## src/rtl/wdog_pkg.sv

```systemverilog
package wdog_pkg;
  typedef enum logic [1:0] {
    WD_OFF     = 2'd0,
    WD_RUN     = 2'd1,
    WD_PREWARN = 2'd2,
    WD_RSTREQ  = 2'd3
  } wd_state_e;
endpackage

```

## src/rtl/wdog_prescaler.sv

```systemverilog
module wdog_prescaler #(
  parameter int PRESC_W = 4
) (
  input  logic clk,
  input  logic rst_n,
  input  logic clr_i,
  input  logic run_i,
  input  logic hold_i,
  output logic tick_o
);
  logic [PRESC_W-1:0] div_q;
  logic               adv;

  assign adv    = run_i && !hold_i;
  assign tick_o = adv && (&div_q);

  always_ff @(posedge clk or negedge rst_n) begin
    if (!rst_n)      div_q <= '0;
    else if (clr_i)  div_q <= '0;
    else if (adv)    div_q <= div_q + 1'b1;
  end
endmodule

```

## src/rtl/wdog_main_counter.sv

```systemverilog
module wdog_main_counter #(
  parameter int CNT_W = 8
) (
  input  logic             clk,
  input  logic             rst_n,
  input  logic             load_i,
  input  logic [CNT_W-1:0] reload_i,
  input  logic             step_i,
  output logic             ovf_o
);
  logic [CNT_W-1:0] cnt_q;

  assign ovf_o = step_i && (&cnt_q);

  always_ff @(posedge clk or negedge rst_n) begin
    if (!rst_n)                cnt_q <= '0;
    else if (load_i)           cnt_q <= reload_i;
    else if (step_i && !ovf_o) cnt_q <= cnt_q + 1'b1;
  end
endmodule

```

## src/rtl/wdog_prewarn_timer.sv

```systemverilog
module wdog_prewarn_timer #(
  parameter int PW_TICKS = 48
) (
  input  logic clk,
  input  logic rst_n,
  input  logic clr_i,
  input  logic step_i,
  output logic done_o
);
  localparam int PW_W = (PW_TICKS > 1) ? $clog2(PW_TICKS) : 1;
  localparam logic [PW_W-1:0] LAST = PW_W'(PW_TICKS - 1);

  logic [PW_W-1:0] pw_q;

  assign done_o = step_i && (pw_q == LAST);

  always_ff @(posedge clk or negedge rst_n) begin
    if (!rst_n)                 pw_q <= '0;
    else if (clr_i)             pw_q <= '0;
    else if (step_i && !done_o) pw_q <= pw_q + 1'b1;
  end
endmodule

```

## src/rtl/wdog_prewarn_top.sv

```systemverilog
module wdog_prewarn_top
  import wdog_pkg::*;
#(
  parameter int PRESC_W  = 4,
  parameter int CNT_W    = 8,
  parameter int PW_TICKS = 48
) (
  input  logic             clk,
  input  logic             rst_n,
  input  logic             enable_i,
  input  logic             refresh_i,
  input  logic [CNT_W-1:0] reload_i,
  input  logic             susp_en_i,
  input  logic             debug_i,
  input  logic             nmi_ack_i,
  output logic             nmi_req_o,
  output logic             rst_req_o,
  output logic [1:0]       state_o
);
  wd_state_e st_q, st_d;
  logic frozen, refresh_ok, tick, ovf, pw_done;
  logic in_off, in_run, in_pw, go_prewarn, nmi_q;

  assign in_off     = (st_q == WD_OFF);
  assign in_run     = (st_q == WD_RUN);
  assign in_pw      = (st_q == WD_PREWARN);
  assign frozen     = susp_en_i && debug_i;
  assign refresh_ok = refresh_i && in_run;
  assign go_prewarn = in_run && enable_i && ovf;

  wdog_prescaler #(.PRESC_W(PRESC_W)) u_presc (
    .clk    (clk),
    .rst_n  (rst_n),
    .clr_i  (!(in_run || in_pw) || refresh_ok),
    .run_i  (in_run || in_pw),
    .hold_i (frozen),
    .tick_o (tick)
  );

  wdog_main_counter #(.CNT_W(CNT_W)) u_main (
    .clk      (clk),
    .rst_n    (rst_n),
    .load_i   (in_off || refresh_ok),
    .reload_i (reload_i),
    .step_i   (tick && in_run),
    .ovf_o    (ovf)
  );

  wdog_prewarn_timer #(.PW_TICKS(PW_TICKS)) u_pw (
    .clk    (clk),
    .rst_n  (rst_n),
    .clr_i  (!in_pw),
    .step_i (tick && in_pw),
    .done_o (pw_done)
  );

  always_comb begin
    st_d = st_q;
    unique case (st_q)
      WD_OFF:     if (enable_i) st_d = WD_RUN;
      WD_RUN: begin
        if (!enable_i) st_d = WD_OFF;
        else if (ovf)  st_d = WD_PREWARN;
      end
      WD_PREWARN: if (pw_done) st_d = WD_RSTREQ;
      WD_RSTREQ:  st_d = WD_OFF;
      default:    st_d = WD_OFF;
    endcase
  end

  always_ff @(posedge clk or negedge rst_n) begin
    if (!rst_n) begin
      st_q  <= WD_OFF;
      nmi_q <= 1'b0;
    end else begin
      st_q <= st_d;
      if (go_prewarn)     nmi_q <= 1'b1;
      else if (nmi_ack_i) nmi_q <= 1'b0;
    end
  end

  assign nmi_req_o = nmi_q;
  assign rst_req_o = (st_q == WD_RSTREQ);
  assign state_o   = st_q;
endmodule

```

## config.mk

```make
export PLATFORM = sky130hd
export DESIGN_NAME = wdog_prewarn_top
export DESIGN_NICKNAME = d
export VERILOG_FILES = /design/src/rtl/wdog_pkg.sv /design/src/rtl/wdog_prescaler.sv /design/src/rtl/wdog_main_counter.sv /design/src/rtl/wdog_prewarn_timer.sv /design/src/rtl/wdog_prewarn_top.sv
export SDC_FILE = /design/constraint.sdc
export NUM_CORES = 1
export LEC_CHECK = 0
export BUFFER_PORTS_ARGS = -buffer_cell sky130_fd_sc_hd__buf_4
export CAP_MARGIN = 15
export CORE_MARGIN = 1.5
export CORE_UTILIZATION = 50
export CTS_BUF_LIST = sky130_fd_sc_hd__clkbuf_4 sky130_fd_sc_hd__clkbuf_8 sky130_fd_sc_hd__clkbuf_16
export DETAILED_ROUTE_END_ITERATION = 6
export HOLD_SLACK_MARGIN = 0.05
export PLACE_DENSITY = 0.74
export SYNTH_ARGS = -nofsm -noshare
export SYNTH_HDL_FRONTEND = slang
export SYNTH_SLANG_ARGS = --single-unit
```

## constraint.sdc

```tcl
create_clock -name clk -period 1.9 [get_ports clk]
set_input_delay 0.38 -clock clk [delete_from_list [all_inputs] [get_ports clk]]
set_output_delay 0.38 -clock clk [all_outputs]
set_load 0.05 [all_outputs]
```

; ---- Yosys cells after proc, flatten, opt, wreduce, memory -nomap -nowiden
; Cells that the tools add are included.
[totals]
ff_bits = 21
input_bits = 15
out_inout_bits = 4
[classes]
n_addsub = 3
eq_ne = 8
muxes = 13
n_reduce_logical = 26
[op_table]
columns = op, n
row1 = $mux W8, 2
row2 = $logic_and A1 B1 Y1, 12
row3 = $mux W6, 2
row4 = $add A8 B1 Y8 const B, 1
row5 = $mux W2, 4
row6 = $mux W4, 2
row7 = $pmux W2 S4, 1
row8 = $reduce_and A8 Y1, 1
row9 = $add A6 B1 Y6 const B, 1
row10 = $eq A6 B6 Y1 const B, 1
row11 = $reduce_bool A2 Y1, 3
row12 = $add A4 B1 Y4 const B, 1
row13 = $eq A2 B2 Y1 const B, 2
row14 = $logic_not A1 Y1, 4
row15 = $ne A2 B1 Y1 const B, 2
row16 = $reduce_and A4 Y1, 1
row17 = $logic_or A1 B1 Y1, 3
row18 = $ne A3 B3 Y1 const B, 1
row19 = $reduce_and A3 Y1, 1
row20 = $eq A2 B1 Y1 const B, 1
row21 = $logic_not A2 Y1, 1
row22 = $mux W1, 2
row23 = $ne A2 B2 Y1 const B, 1

; ---- Longest topological paths before layout
[logic_depth]
depth_word = 10
ltp_mapped = 7

; ---- Modules after synthesis
; From an unflattened synthesis, not the netlist that was laid out.
[hier_totals]
cells_unflattened = 146
area_unflattened_um2 = 1423.9
[modules_own_cells]
columns = module, n_inst, cells_per_inst, area_each_um2, seq_area_each_um2
row1 = wdog_main_counter, 1, 60, 544.3, 200.2
row2 = wdog_prewarn_timer, 1, 39, 385.4, 150.1
row3 = wdog_prewarn_top, 1, 29, 284.0, 75.1
row4 = wdog_prescaler, 1, 18, 210.2, 100.1

; ---- Worst setup path before layout
; Ideal clock, no wire load.
[synth_timing]
kind = register to register
from = register st_q[0], in the netlist state_o[0]
to = register u_main.cnt_q[5]
arrival_time_ns = 2.342
required_time_ns = 1.818
path_slack_ns = -0.524
path_stages_with_launch = 8
n_path_buf = 1
period_less_slack_ns = 2.424
cell_sequence = dfrtp_1 inv_1 ha_1 a21bo_4 or2_4 buf_6 or4_1 a31oi_1
[synth_between]
elab_chain_cells = 9
word_cells_on_any_way = 14
classes_between = eq/ne (2) / mux (1) / reduce/logical (11)
[synth_rtl]
columns = element, line_no
row1 = "start, declared", wdog_prewarn_top.sv:20  ; wd_state_e st_q, st_d;
row2 = "start signal, assigned", wdog_prewarn_top.sv:76  ; st_q <= st_d;
row3 = $eq A2 B1 Y1 or $eq A2 B2 Y1 (tied branches), "wdog_prewarn_top.sv:25, wdog_prewarn_top.sv:26"
row4 = $logic_or A1 B1 Y1, wdog_prewarn_top.sv:35  ; .run_i (in_run || in_pw),
row5 = $logic_and A1 B1 Y1, wdog_prescaler.sv:14  ; assign adv = run_i && !hold_i;
row6 = $logic_and A1 B1 Y1, wdog_prescaler.sv:15  ; assign tick_o = adv && (&div_q);
row7 = $logic_and A1 B1 Y1, wdog_prewarn_top.sv:45  ; .step_i (tick && in_run),
row8 = $logic_and A1 B1 Y1, wdog_main_counter.sv:13  ; assign ovf_o = step_i && (&cnt_q);
row9 = $logic_not A1 Y1, wdog_main_counter.sv:18  ; else if (step_i && !ovf_o) cnt_q <= cnt_q + 1'b1;
row10 = $logic_and A1 B1 Y1, wdog_main_counter.sv:18
row11 = $reduce_bool A2 Y1 (no source line), -
row12 = "end signal, assigned", wdog_main_counter.sv:17  ; else if (load_i) cnt_q <= reload_i;
row13 = "end signal, assigned", wdog_main_counter.sv:18
row14 = "end, declared", wdog_main_counter.sv:11  ; logic [CNT_W-1:0] cnt_q;
; Parallel ways exist; a longest one is shown, timed or not.
; A chain may end at the register's enable or synchronous reset.

; ---- Worst setup path in the final report
; Same ends and word-level chain as after synthesis.

==> flow_summary.yaml <==
die:
  rows: 18
  io_pins: 19
  core_um2: 2430
  dieHeight_um: 53.4
  fp.dieW_um: 53.4
  die_area_um2: 2850
  start_util_pct: 52.2
grt:
  grt_pass1_wl_mm: 4.93
  grt_pass1_vias: 1114
  antenna_found_initial: 0
  grt_overflow: 0
  grt_max_degree: 22
  track_usage_pct: 24.0
setup_path:
  cp_max_fo: 7
  critPathArrivalTime_ns: 2.25
  startpoint_type: "flip-flop"
  criticalPathCategory: "flip-flop to flip-flop"
  cp_cell_sequence: "inv_2, ha_4, a21bo_4, buf_6, or2_4, or4_4, a31oi_4"
  cp.required_ns: 2.15
  slowest_delay_ns: 0.44
  critPathCaptureType: "flip-flop"
  crit_slowest_cell: "or4_4"
drt:
  drtIter0Drc: 9
  ant_nets: 0
  drtPass1Iterations: 4
  vias: 1176
  via_per_inst: 5.68
  routedWlPerCell_um: 15.0
  drc: 0
  drt-total-wl_mm: 3.10
cells_and_area:
  stdcell_count: 207
  diodes: 0
  nFillCells: 184
  drive_above_1_share_pct: 36.2
  nNetsFinal: 200
  fin_area_um2: 1740
  area_growth_pct: 37.1
status:
  status: "finished, violations left"
  violations: "setup timing"
power_and_ir_drop:
  swShare_pct: 40.8
  p_int_mw: 1.03
  p_comb_share_pct: 46.4
  pwr-share-clk_pct: 13.8
  max-vdd-ir-drop_mv: 0.764
  p_per_area_nw_per_um2: 1000
  p_leak_nw: 0.699
  pwr-share-seq_pct: 39.8
  switchingPower_mw: 0.710
placed_design:
  place_congestion: 0.890
  dpl_cell_area_um2: 1580
  place_hpwl_mm: 2.17
  io_buffers: 18
  dp_cells: 197
  post-place-ws_ns: -0.149
synthesis:
  synthDistinctLibCells: 36
  synth-compound-area-share_pct: 18.3
  synth_top_family_by_area: "simple AND/OR/NAND/NOR gates"
  synth_commonest_cells: "dfrtp_1 (21), nand2_1 (15), nor2_1 (13)"
  synth_top_cell_by_area: "dfrtp_1"
  synth.top_cells.by_area: "dfrtp_1 (41%), ha_1 (6.9%), nand2_1 (4.4%)"
  syn-cell-area_um2: 1270
  muxShareOfSynthArea_pct: 2.37
  synth_edf_count: 0
  yosysSeqAreaShare_pct: 41.4
  synth-main-ff-cell: "dfrtp_1"
  async_flop_share_pct: 100
  synth-simple-area-share_pct: 25.2
  synth_fa_ha_area_share_pct: 6.90
  yosysMostFrequentCell: "dfrtp_1"
  avgSynthCellArea_um2: 9.06
  synth_seq_cells: 21
  synthXorXnorAreaFrac_pct: 2.07
  synth_fp_nets: 162
  netlist_instances: 140
  synth_top_area_share_pct: 41.4
  ys.warnings.count: 0
clocking:
  root_buffer: "clkbuf_4"
  cts_tree: "yes"
  clk-insertion-delay-late_ns: 0.32
  htreeDepth: 1
  path_clk_slew_ns: 0.12
  clk_path_buf_depth: 2
  clock-sinks: 21
  cts_made_buffers: 3
timing:
  fin_skew_ns: 0.00466
  min_period_ns: 2.00
  max_freq_mhz: 500
  layout_setup_ws_ns: -0.101
  timing.final.hold_violations: 0
  max_slew_margin_pct: 62.2
  period_share_pct: 105
  worst_pin_slew_ns: 0.566
  setup_violations: 5
  rsz0062_at_grt: "true"
  fin_setup_tns_ns: -0.220
  slew_viol_final: 0
flow_run:
  maxCapViolations: 0
worst_hold_path:
  hold_class: "input pin to flip-flop"
registers in the layout (all words and copies together) (netlist names), named ones only:
name	count
nmi_req_o	1
u_presc.div_q	4
u_pw.pw_q	6
state_o	1
u_main.cnt_q	8
placed cells by master, fill, tap and decap left out, types with 4 or more instances in the layout:
| cell | netlist | final |
|---|---|---|
| a31oi_1 | 6 | 4 |
| clkbuf_4 | 0 | 4 |
| ha_1 | 7 | 6 |
| nor2_1 | 13 | 12 |
| nand2_1 | 15 | 15 |
| dfrtp_1 | 21 | 19 |
| inv_1 | 7 | 5 |
| o21ai_0 | 7 | 5 |
| nand2b_1 | 4 | 4 |
| a21oi_1 | 8 | 7 |
| nand3_1 | 5 | 5 |
| buf_4 | 0 | 33 |
cell type report:
cell class	instances	area (µm²)	share of cell area, %
clock buffer	4	30.0	1.73
tap	30	37.5	2.16
timing repair buffer	36	289	16.6
sequential	21	528	30.4
multi-input combinational	109	828	47.6
inverter	7	26.3	1.51
worst paths after layout:
kind | startpoint | endpoint | slack, ns | cells past startpoint
max in group asynchronous | rst_n | async pin | 1.21 | 2
max | state_o[0]$_DFFE_PN0P_ | u_main.cnt_q[5]$_DFFE_PN0P_ | -0.10 | 7
min reg2reg | u_presc.div_q[1]$_DFFE_PN0P_ | u_presc.div_q[1]$_DFFE_PN0P_ | 0.56 | 2
min | nmi_ack_i | nmi_req_o$_DFFE_PN0P_ | 0.23 | 2
max reg2reg | state_o[0]$_DFFE_PN0P_ | u_main.cnt_q[5]$_DFFE_PN0P_ | -0.10 | 7
min in group asynchronous | rst_n | u_pw.pw_q[5]$_DFFE_PN0P_ | 0.46 | 2
stage by stage:
stage	power, mW	util, %	hold WS (ns)
2_1_floorplan	1.11	-	0.0844
3_3_place_gp	1.35	65.1	0.278
3_5_place_dp	1.38	65.1	0.281
4_1_cts	1.69	69.5	0.220
5_1_grt	1.85	71.5	0.244
6_report	1.74	71.5	0.232
worst max-delay path: cells and delay by family, from the launching register on:
kind / cells / cell delay, ns
AND/OR/NAND/NOR: 2 / 0.70
AO/OA/AOI/OAI: 2 / 0.41
flip-flops: 1 / 0.39
adder cells (fa/ha/maj): 1 / 0.25
buffers and inverters: 2 / 0.17
power groups by stage:
stage                     Clock [mW]  Combinational, mW  Sequential, mW
final                          0.241              0.807           0.692
after global routing           0.254              0.888           0.704
after CTS                      0.251              0.763           0.677
after detailed placement           0              0.698           0.679
after global placement             0              0.671           0.675
after floorplan                    0              0.419           0.694
logic make-up after synthesis:
kind of cell    count (synthesis)
flops                          21
simple gates                   61
fa+ha+maj                       7
compound gates                 35
xor+xnor                        3
buf+inv                        10
mux                             3
per-layer routing:
layer	wire (µm)	vias to the layer above	share of wire (%)	track usage (%)
met4	47	0	1.5	7.26
met2	1550	25	50	39.9
met5	0	-	0	0
met3	121	7	3.9	5.37
met1	1380	549	45	30.7
li1	-	595	-	-
what timing repair did:
item                       CTS  global route
hold buffers                 1             0
pin swaps                   10             4
setup endpoints to repair   12            12
gates cloned                 0             0
hold endpoints to repair    21             0
resized for setup           12             9
buffers inserted             4             1
No activity file was read; power rests on OpenSTA's default activity.
